--- src/rtl/eseed_pkg.sv ---
package eseed_pkg;

    typedef enum logic [2:0] {
        ST_IDLE    = 3'd0,
        ST_COLLECT = 3'd1,
        ST_MIX     = 3'd2,
        ST_SEED    = 3'd3,
        ST_GEN     = 3'd4,
        ST_REC     = 3'd5
    } seq_state_e;

endpackage

--- src/rtl/eseed_fresh_track.sv ---
module eseed_fresh_track (
    input  logic clk,
    input  logic rst,
    input  logic mic_tick,
    input  logic acc_tick,
    input  logic clr,
    output logic fresh
);
    logic mic_seen_d, mic_seen_q;
    logic acc_seen_d, acc_seen_q;

    // A tick in the clearing cycle belongs to the next seed.
    always_comb begin
        mic_seen_d = (mic_seen_q & ~clr) | mic_tick;
        acc_seen_d = (acc_seen_q & ~clr) | acc_tick;
    end

    always_ff @(posedge clk) begin
        if (rst) begin
            mic_seen_q <= 1'b0;
            acc_seen_q <= 1'b0;
        end else begin
            mic_seen_q <= mic_seen_d;
            acc_seen_q <= acc_seen_d;
        end
    end

    assign fresh = mic_seen_q & acc_seen_q;

    // a tick is never lost unless a clear coincides with no tick
    assert_tick_kept_R10: assert property (@(posedge clk) disable iff (rst)
        (mic_tick && acc_tick) |=> fresh);
endmodule

--- src/rtl/eseed_timer.sv ---
module eseed_timer #(
    parameter int W = 16
) (
    input  logic         clk,
    input  logic         rst,
    input  logic         restart,
    input  logic         run,
    input  logic [W-1:0] limit,
    output logic         expired
);
    logic [W-1:0] cnt_d, cnt_q;

    assign expired = (cnt_q >= limit);

    always_comb begin
        cnt_d = cnt_q;
        if (restart) begin
            cnt_d = '0;
        end else if (run && !expired) begin
            cnt_d = cnt_q + 1'b1;
        end
    end

    always_ff @(posedge clk) begin
        if (rst) begin
            cnt_q <= '0;
        end else begin
            cnt_q <= cnt_d;
        end
    end

    // the count never passes the limit while waiting
    assert_cnt_bound_R4: assert property (@(posedge clk) disable iff (rst)
        (run && !restart && expired) |=> (cnt_q == $past(cnt_q)));
endmodule

--- src/rtl/eseed_repeat_guard.sv ---
module eseed_repeat_guard #(
    parameter int W = 32
) (
    input  logic         clk,
    input  logic         rst,
    input  logic         commit,
    input  logic [W-1:0] cand,
    output logic         dup
);
    logic [W-1:0] prev_d, prev_q;
    logic         have_d, have_q;

    assign dup = have_q && (cand == prev_q);

    always_comb begin
        prev_d = prev_q;
        have_d = have_q;
        if (commit) begin
            prev_d = cand;
            have_d = 1'b1;
        end
    end

    always_ff @(posedge clk) begin
        if (rst) begin
            prev_q <= '0;
            have_q <= 1'b0;
        end else begin
            prev_q <= prev_d;
            have_q <= have_d;
        end
    end

    // the sequencer never commits a seed equal to the last one
    assert_no_repeat_R6: assert property (@(posedge clk) disable iff (rst)
        (commit && have_q) |-> (cand != prev_q));
endmodule

--- src/rtl/entropy_seed_seq.sv ---
module entropy_seed_seq
    import eseed_pkg::*;
#(
    parameter int SEED_W = 32,
    parameter int BLK_W  = 32,
    parameter int TMO_W  = 16,
    parameter int CNT_W  = 8
) (
    input  logic              clk,
    input  logic              rst,
    input  logic              start_en,
    input  logic              rec_en,
    input  logic [TMO_W-1:0]  tmo_limit,
    input  logic [CNT_W-1:0]  blk_per_seed,
    input  logic              mic_tick,
    input  logic              acc_tick,
    output logic              mix_req,
    input  logic              mix_ack,
    input  logic [SEED_W-1:0] mix_seed,
    input  logic [SEED_W-1:0] chaos_val,
    output logic              chaos_step,
    output logic [SEED_W-1:0] seed_out,
    output logic              seed_load,
    output logic              seed_src,
    output logic              blk_req,
    input  logic              blk_ack,
    input  logic [BLK_W-1:0]  blk_data,
    output logic              rec_valid,
    input  logic              rec_ready,
    output logic [BLK_W-1:0]  rec_data
);
    localparam int NB_W = CNT_W + 1;

    typedef struct packed {
        seq_state_e        st;
        logic [SEED_W-1:0] cand;
        logic              cand_chaos;
        logic              pend;
        logic              src;
        logic [BLK_W-1:0]  word;
        logic [CNT_W-1:0]  nblk;
    } seq_regs_t;

    seq_regs_t q, d;

    logic fresh, expired, dup;
    logic tmr_restart, tmr_run, fresh_clr, commit;
    logic [NB_W-1:0] nblk_inc;
    logic            last_blk;

    eseed_fresh_track u_fresh (
        .clk      (clk),
        .rst      (rst),
        .mic_tick (mic_tick),
        .acc_tick (acc_tick),
        .clr      (fresh_clr),
        .fresh    (fresh)
    );

    eseed_timer #(.W(TMO_W)) u_timer (
        .clk     (clk),
        .rst     (rst),
        .restart (tmr_restart),
        .run     (tmr_run),
        .limit   (tmo_limit),
        .expired (expired)
    );

    eseed_repeat_guard #(.W(SEED_W)) u_guard (
        .clk    (clk),
        .rst    (rst),
        .commit (commit),
        .cand   (q.cand),
        .dup    (dup)
    );

    assign nblk_inc = {1'b0, q.nblk} + 1'b1;
    assign last_blk = (nblk_inc >= {1'b0, blk_per_seed});

    always_comb begin
        d           = q;
        seed_load   = 1'b0;
        chaos_step  = 1'b0;
        tmr_restart = 1'b0;
        tmr_run     = 1'b0;
        fresh_clr   = 1'b0;
        commit      = 1'b0;

        // Shared tail of a finished cipher word.
        unique case (q.st)
            ST_IDLE: begin
                tmr_restart = 1'b1;
                if (start_en) begin
                    d.st = ST_COLLECT;
                end
            end
            ST_COLLECT: begin
                tmr_run = 1'b1;
                if (!start_en) begin
                    d.st = ST_IDLE;
                end else if (fresh) begin
                    d.st = ST_MIX;
                end else if (expired) begin
                    d.cand       = chaos_val;
                    d.cand_chaos = 1'b1;
                    d.pend       = 1'b0;
                    d.st         = ST_SEED;
                end
            end
            ST_MIX: begin
                if (mix_ack) begin
                    d.cand       = mix_seed;
                    d.cand_chaos = 1'b0;
                    d.pend       = 1'b0;
                    d.st         = ST_SEED;
                end
            end
            ST_SEED: begin
                if (q.pend) begin
                    d.cand       = chaos_val;
                    d.cand_chaos = 1'b1;
                    d.pend       = 1'b0;
                end else if (dup) begin
                    chaos_step = 1'b1;
                    d.pend     = 1'b1;
                end else begin
                    seed_load = 1'b1;
                    commit    = 1'b1;
                    fresh_clr = 1'b1;
                    d.src     = q.cand_chaos;
                    d.nblk    = '0;
                    d.st      = ST_GEN;
                end
            end
            ST_GEN: begin
                if (blk_ack) begin
                    d.word = blk_data;
                    if (rec_en) begin
                        d.st = ST_REC;
                    end else begin
                        d.nblk = nblk_inc[CNT_W-1:0];
                        if (!start_en) begin
                            d.st = ST_IDLE;
                        end else if (last_blk) begin
                            d.st        = ST_COLLECT;
                            tmr_restart = 1'b1;
                        end else begin
                            d.st = ST_GEN;
                        end
                    end
                end
            end
            ST_REC: begin
                if (rec_ready) begin
                    d.nblk = nblk_inc[CNT_W-1:0];
                    if (!start_en) begin
                        d.st = ST_IDLE;
                    end else if (last_blk) begin
                        d.st        = ST_COLLECT;
                        tmr_restart = 1'b1;
                    end else begin
                        d.st = ST_GEN;
                    end
                end
            end
            default: begin
                d.st = ST_IDLE;
            end
        endcase
    end

    always_ff @(posedge clk) begin
        if (rst) begin
            q <= '{st: ST_IDLE, cand: '0, cand_chaos: 1'b0, pend: 1'b0,
                   src: 1'b0, word: '0, nblk: '0};
        end else begin
            q <= d;
        end
    end

    assign mix_req   = (q.st == ST_MIX);
    assign blk_req   = (q.st == ST_GEN);
    assign rec_valid = (q.st == ST_REC);
    assign rec_data  = q.word;
    assign seed_out  = q.cand;
    assign seed_src  = q.src;

    // reset always lands in idle
    assert_reset_idle_R1: assert property (@(posedge clk)
        rst |=> (q.st == ST_IDLE));

    // idle holds while the switch is low
    assert_start_gate_R2: assert property (@(posedge clk) disable iff (rst)
        (q.st == ST_IDLE && !start_en) |=> !mix_req && !blk_req && !seed_load);

    // the mixer is asked only after fresh entropy was seen
    assert_mix_fresh_R3: assert property (@(posedge clk) disable iff (rst)
        $rose(mix_req) |-> $past(fresh));

    // waiting continues until the limit while entropy is incomplete
    assert_tmo_wait_R4: assert property (@(posedge clk) disable iff (rst)
        (q.st == ST_COLLECT && start_en && !fresh && !expired) |=> (q.st == ST_COLLECT));

    // a word accepted with recording off never reaches the port
    assert_rec_gate_R5: assert property (@(posedge clk) disable iff (rst)
        (blk_req && blk_ack && !rec_en) |=> !rec_valid);

    // a recorded word with the switch low ends in idle
    assert_stop_idle_R8: assert property (@(posedge clk) disable iff (rst)
        (rec_valid && rec_ready && !start_en) |=> (q.st == ST_IDLE));

    // the source flag moves only after a load strobe
    assert_src_hold_R9: assert property (@(posedge clk) disable iff (rst)
        !seed_load |=> $stable(seed_src));
endmodule

--- config.mk ---
export PLATFORM = sky130hd
export DESIGN_NAME = entropy_seed_seq
export DESIGN_NICKNAME = d
export VERILOG_FILES = /design/src/rtl/eseed_pkg.sv /design/src/rtl/eseed_fresh_track.sv /design/src/rtl/eseed_timer.sv /design/src/rtl/eseed_repeat_guard.sv /design/src/rtl/entropy_seed_seq.sv
export SDC_FILE = /design/constraint.sdc
export NUM_CORES = 1
export LEC_CHECK = 0
export ABC_AREA = 0
export BUFFER_PORTS_ARGS = -buffer_cell sky130_fd_sc_hd__buf_2
export CORE_AREA = 2 2 172 174
export CTS_CLUSTER_DIAMETER = 40
export DETAILED_ROUTE_END_ITERATION = 8
export DIE_AREA = 0 0 174 176
export HOLD_SLACK_MARGIN = 0.05
export PLACE_DENSITY = 0.4
export SLEW_MARGIN = 5
export SYNTH_ARGS = -nofsm -noshare
export SYNTH_HDL_FRONTEND = slang
export SYNTH_SLANG_ARGS = --single-unit
export TNS_END_PERCENT = 50
--- constraint.sdc ---
create_clock -name clk -period 3.2 [get_ports clk]
set_clock_uncertainty 0.2 [all_clocks]
set_input_delay 0.64 -clock clk [delete_from_list [all_inputs] [get_ports clk]]
set_output_delay 0.64 -clock clk [all_outputs]
set_load 0.05 [all_outputs]
# --- Word-level counts from Yosys, hierarchy flattened ---
# Cells that the tools add are included.
classes:
  add_sub_neg: 2
  n_mul: 0
  div: 0
  n_lt_le_gt_ge: 2
  eq_ne: 18
  shift: 0
  mux: 36
  n_bitwise: 8
  n_reduce_logical: 13
ops:
  columns: ["operator", "n"]
  rows:
  - ["$pmux 34 s3", 1]
  - ["$mux 37", 2]
  - ["$mux 34", 2]
  - ["$mux 8", 5]
  - ["$mux 33", 1]
  - ["$eq 32x32->1", 1]
  - ["$mux 3", 10]
  - ["$pmux 8 s3", 1]
  - ["$pmux 3 s6", 1]
  - ["$add 16x1->16 const B", 1]
  - ["$ge 16x16->1", 1]
  - ["$ne 2x2->1 const B", 7]
  - ["$mux 1", 12]
  - ["$reduce_and 6->1", 2]
  - ["$add 8x1->9 const B", 1]
  - ["$ge 9x8->1", 1]
  - ["$ne 2x1->1 const B", 4]
  - ["$reduce_and 7->1", 1]
  - ["$eq 3x2->1 const B", 2]
  - ["$eq 3x3->1 const B", 2]
  - ["$reduce_bool 3->1", 2]
  - ["$reduce_and 5->1", 1]
  - ["$ne 4x3->1 const B", 1]
  - ["$and 1x1->1", 3]
  - ["other kinds (10)", 14]
word_totals:
  reg_bits: 129
  latchBits: 0
  ram_bits: 0
  mem_bits_ro: 0
  inputBits: 129
  output_inout_bits: 70
  elab_cells: 91
  memories: 0

# --- Depth between registers and ports, before layout ---
logic_depth:
  ltp_word: 8
  mapped_depth: 12
  depth_no_buf: 10

# --- Cells and area by module ---
# Synthesis repeated with hierarchy kept, for this count alone.
hier_totals:
  cells_unflattened: 792
  hier_area_um2: 6904.1
by_module_without_submodules:
  columns: ["mod", "n_inst", "cells_each", "area_each_um2", "seq_area_each_um2"]
  rows:
  - ["entropy_seed_seq", 1, 483, 4113.9, 1561.5]
  - ["eseed_repeat_guard", 1, 151, 1506.4, 660.6]
  - ["eseed_timer", 1, 149, 1207.4, 320.3]
  - ["eseed_fresh_track", 1, 9, 76.3, 40.0]

# --- Worst setup path after synthesis ---
# OpenSTA, ideal clock, no wires.
synth_path:
  kind: "register to register"
  start: "register q[0] (netlist bit)"
  end: "register u_timer.cnt_q[0]"
  setup_ns: 0.128
  arrival_ns: 2.571
  required_time_ns: 2.872
  setup_slack_ns: 0.301
  stages_incl_launch_ff: 11
  path_buffers: 1
  synth_period_minus_slack_ns: 2.899
  cell_sequence: "dfxtp_1 -> ha_1 -> and3_1 -> nand3_1 -> xnor2_1 -> ha_1 -> nand4_1 -> o311a_1 -> o311ai_2 -> clkbuf_1 -> nor2_1"
synth_between:
  elab_chain_cells: 8
  word_cells_on_any_way: 9
  classes_between: "1 x add/sub; 1 x order compare; 6 x mux; 1 x reduce/logical"
synth_lines:
  columns: ["item", "line", "source"]
  rows:
  - ["start: declaration", "entropy_seed_seq.sv:44", "seq_regs_t q, d;"]
  - ["start signal: assignment", "entropy_seed_seq.sv:174", "q <= '{st: ST_IDLE, cand: '0, cand_chaos: 1'b0, pend: 1'b0,"]
  - ["$add 8x1->9 *", "entropy_seed_seq.sv:77", "assign nblk_inc = {1'b0, q.nblk} + 1'b1;"]
  - ["$ge 9x8->1 *", "entropy_seed_seq.sv:78", "assign last_blk = (nblk_inc >= {1'b0, blk_per_seed});"]
  - ["$mux 1 *", "entropy_seed_seq.sv:144, entropy_seed_seq.sv:158", null]
  - ["$mux 1 *", "entropy_seed_seq.sv:142", "if (!start_en) begin"]
  - ["$mux 1", "entropy_seed_seq.sv:138", "if (rec_en) begin"]
  - ["$mux 1", "entropy_seed_seq.sv:136", "if (blk_ack) begin"]
  - ["$pmux 1 s3 *", "entropy_seed_seq.sv:90", "unique case (q.st)"]
  - ["$reduce_or 2->1 (no line) *", null, null]
  - ["end signal: assignment", "eseed_timer.sv:28", "cnt_q <= cnt_d;"]
  - ["end: declaration", "eseed_timer.sv:11", "logic [W-1:0] cnt_d, cnt_q;"]
# Every way passes the cells marked *; elsewhere a longest branch is shown, timed or not.
# A chain may end at the register's enable or synchronous reset.

# --- Final worst setup path ---
layout_path:
  start: "register q (netlist bit seed_out[29])"
  end: "output chaos_step"
layout_between:
  elab_chain_cells: 5
layout_lines:
  columns: ["item", "line", "source"]
  rows:
  - ["$eq 32x32->1", "eseed_repeat_guard.sv:13", "assign dup = have_q && (cand == prev_q);"]
  - ["$logic_and 1x1->1", "eseed_repeat_guard.sv:13", null]
  - ["$mux 1", "entropy_seed_seq.sv:123", "end else if (dup) begin"]
  - ["$mux 1", "entropy_seed_seq.sv:119", "if (q.pend) begin"]
  - ["$mux 1", "entropy_seed_seq.sv:90", null]
  - ["end: declaration", "entropy_seed_seq.sv:21", "output logic chaos_step,"]
# Every way passes these cells.

==> summary.txt <==
Worst setup path
  – Worst-path fanout max: 3
  – CP required: 2.36 ns
  – Setup CP Type: flop to output port
  – Crit path DAT: 2.18 ns
  – Critical path origin: seed_out[29]
  – FF-to-FF Start: q[1]
  – CP Launch Type: flop
  – Crit. End Element: output port

Timing
  – Tmin final: 3.02 ns
  – Worst hold margin: 0.249 ns
  – Fin. max-slew vios: 0
  – Hold violation count in the final report: 0
  – Final setup fails: 0
  – Setup TNS Final: 0 ns
  – F_max: roughly 330 MHz
  – Least-Margin Pin Slew: 0.630 ns
  – Worst slew margin: 58.0%
  – RSZ-0062 raised after global routing: no
  – Fin crit share: 94.5%

Clock network
  – Worst skew pair latency: 0.41 ns
  – CTS H-tree depth: 4
  – Total clock sinks: 129
  – Bufs on Longest Clock Path: 2
  – Clk Tree Root Cell: clkbuf_16
  – TritonCTS Buffers: 17
  – Worst-path clk slew: approximately 0.060 ns
  – CTS tree: yes

Synth
  – Syn Std Cell Area: between 0.007 and 0.008 mm²
  – Async SR Flop Fraction: 0%
  – Most common library cells after synthesis: 129 x dfxtp_1, 118 x nand2_1, 67 x buf_4, 60 x a21oi_1, 42 x clkbuf_1
  – #FFs+latches synth: between 100 and 150
  – Yosys top cell by area: dfxtp_1
  – Synth Warn #: 0
  – Most frequent cell after synthesis: dfxtp_1
  – Top cell type's share of synthesized area: 36.5%
  – Gate Count Post-Synth: 845
  – Post-synth EDFFs: 0
  – Synth top area cells: dfxtp_1 37%, buf_4 7.1%, nand2_1 6.3%, mux2i_1 5.1%, ha_1 4.6%
  – Avg Cell Area, Syn: about 8.4 µm²
  – Sequential share of the synthesized area: 36.5%
  – Synthesized net count: 1000
  – Netlist cell types: 53
  – Top_reg_cell synth: dfxtp_1

Run
  – MaxCap Viol Count: 0

Global routing
  – M3 GR Usage: 3.57%
  – Grt met1 use: 18.1%
  – Met2 usage: 21.5%
  – Largest net degree at the start of global routing: 53
  – Grt total ovfl: 0
  – Number of global-route vias before repair: approximately 5900
  – Grt peak-use layer: met2
  – Initial antenna violation count: 0
  – First-pass GRT wire length: 32400 µm
  – Gr usage total: around 13%

Placed design
  – Port buffer count: between 150 and 200
  – HPWL Detailed: 15000 µm
  – RePlAce Congestion: 0.710
  – Post-DP Area: 0.00804 mm²

Final layout
  – Post-route design area: 0.00871 mm²
  – Area Overhead vs Synth: 23.2%
  – Antenna cells: 0
  – Final #Nets: 1119
  – Share of cells above drive strength 1: 29.9%

Min path
  – Min-Delay Path Class: flop to flop
  – Hold_sp: rec_data[4]

Detailed routing
  – DR DRC count: 0
  – Routed wire per std cell: 15.3 µm
  – Via-per-instance ratio: 4.45
  – Initial drt markers: 175
  – Antenna Violating Nets Remaining: 0
  – Final WL: 20800 µm
  – DRT Pass-1 Iters: 4
  – Via count: 6050

Die
  – Die H: 176 µm
  – Die width: 174 µm
  – Die area: 0.0306 mm²
  – Core Region: about 0.029 mm²
  – # IOs: 199
  – # rows: 62
  – Starting Density: 24.8%

Power
  – Peak VDD IR: 331 µV
  – Pwr dens: 539 mW/mm²
  – Lkg Pwr: 3.74 nW

Status
  – Status: completed
[flip-flops by register name, summed over array words and instances, names as in the netlist]
signal / cells
rec_data: 32
seed_out: 32
u_guard.prev_q: 32
u_timer.cnt_q: 16
q: 13
seed_src: 1
u_fresh.acc_seen_q: 1
u_fresh.mic_seen_q: 1
u_guard.have_q: 1
[worst paths after layout]
kind / end / cells past startpoint / slack, ns
worst max-delay path: chaos_step / 7 / 0.18
worst min-delay path: rec_data[4] / 2 / 0.25
worst max register to register: u_timer.cnt_q[13] / 10 / 0.31
worst min register to register: rec_data[4] / 2 / 0.25
[stage by stage]
stage	worst slack, ns	std cells	total power [mW]	util [%]
final	0.175	1361	4.69	30.5
after floorplan	0.301	845	2.39	-
after detailed placement	0.203	1327	2.63	28.2
after CTS	0.00728	1359	4.78	30.4
after global routing	0.0268	1361	4.92	30.5
after global placement	0.247	1327	2.63	28.2
[final cells by class]
type / instances / area, µm²
fill: 3142 / 19800
multi-input combinational: 565 / 3670
sequential: 129 / 2580
timing repair buffer: 217 / 1210
tap: 384 / 480
clock buffer: 19 / 453
clock inverter: 13 / 184
inverter: 34 / 128
[routing by layer]
layer | part of all wire, % | vias up
met2 | 45 | 140
li1 | - | 3154
met5 | 0 | -
met1 | 49 | 2746
met3 | 4.9 | 10
met4 | 0.91 | 0
[kinds of logic after synthesis]
kind of cell | synth area share (%)
fa+ha+maj | 4.60
xor+xnor | 4.58
mux | 5.42
flops | 36.5
compound gates | 17.8
buf+inv | 11.9
simple gates | 19.2
[power breakdown]
part	internal, mW	leakage, nW	switching (mW)
clock	1.35	0.317	0.759
combinational	0.307	2.38	0.547
sequential	1.67	1.04	0.0628
[worst max-delay path, stage by stage (launching register included)]
cell and delay (ns):
dfxtp_1 0.34, xnor2_1 0.23, nand4_1 0.22, nor3_2 0.26, nand4_1 0.16, buf_4 0.19
nor2_2 0.12, clkbuf_4 0.25
[timing repair]
action / in CTS / in global routing
setup endpoints to repair: 2 / 2
setup buffers: 0 / 2
resized for setup: 1 / 3
hold buffers: 0 / 0
pin swaps: 0 / 1
[layout by cell type, fill, tap and decap left out, types with 3 or more instances in the layout]
| cell type | netlist | layout |
|---|---|---|
| and3_1 | 4 | 4 |
| buf_2 | 5 | 197 |
| or3_1 | 7 | 7 |
| nor2b_1 | 6 | 6 |
| bufinv_16 | 0 | 4 |
| or4_1 | 8 | 8 |
| nor2_1 | 24 | 23 |
| nand2_1 | 118 | 118 |
| nand3_1 | 16 | 15 |
| nand2b_1 | 37 | 36 |
| dfxtp_1 | 129 | 129 |
| a211oi_1 | 7 | 7 |
| a31oi_1 | 3 | 3 |
| mux2i_1 | 36 | 36 |
| and4_1 | 3 | 3 |
| clkbuf_16 | 0 | 17 |
| xor2_1 | 5 | 5 |
| nand4_1 | 15 | 15 |
| clkinv_2 | 0 | 4 |
| ha_1 | 26 | 26 |
| a21oi_1 | 60 | 60 |
| nor3_1 | 33 | 32 |
| o31ai_1 | 9 | 9 |
| o211ai_1 | 33 | 33 |
| inv_1 | 33 | 33 |
| buf_4 | 67 | 13 |
| a311oi_1 | 3 | 3 |
| o21ai_0 | 18 | 18 |
| xnor2_1 | 32 | 32 |
| a31o_2 | 30 | 30 |
| o21a_1 | 6 | 6 |
| clkinv_4 | 0 | 4 |
| buf_12 | 0 | 6 |
Note: power is estimated with default switching activity, not from simulation.
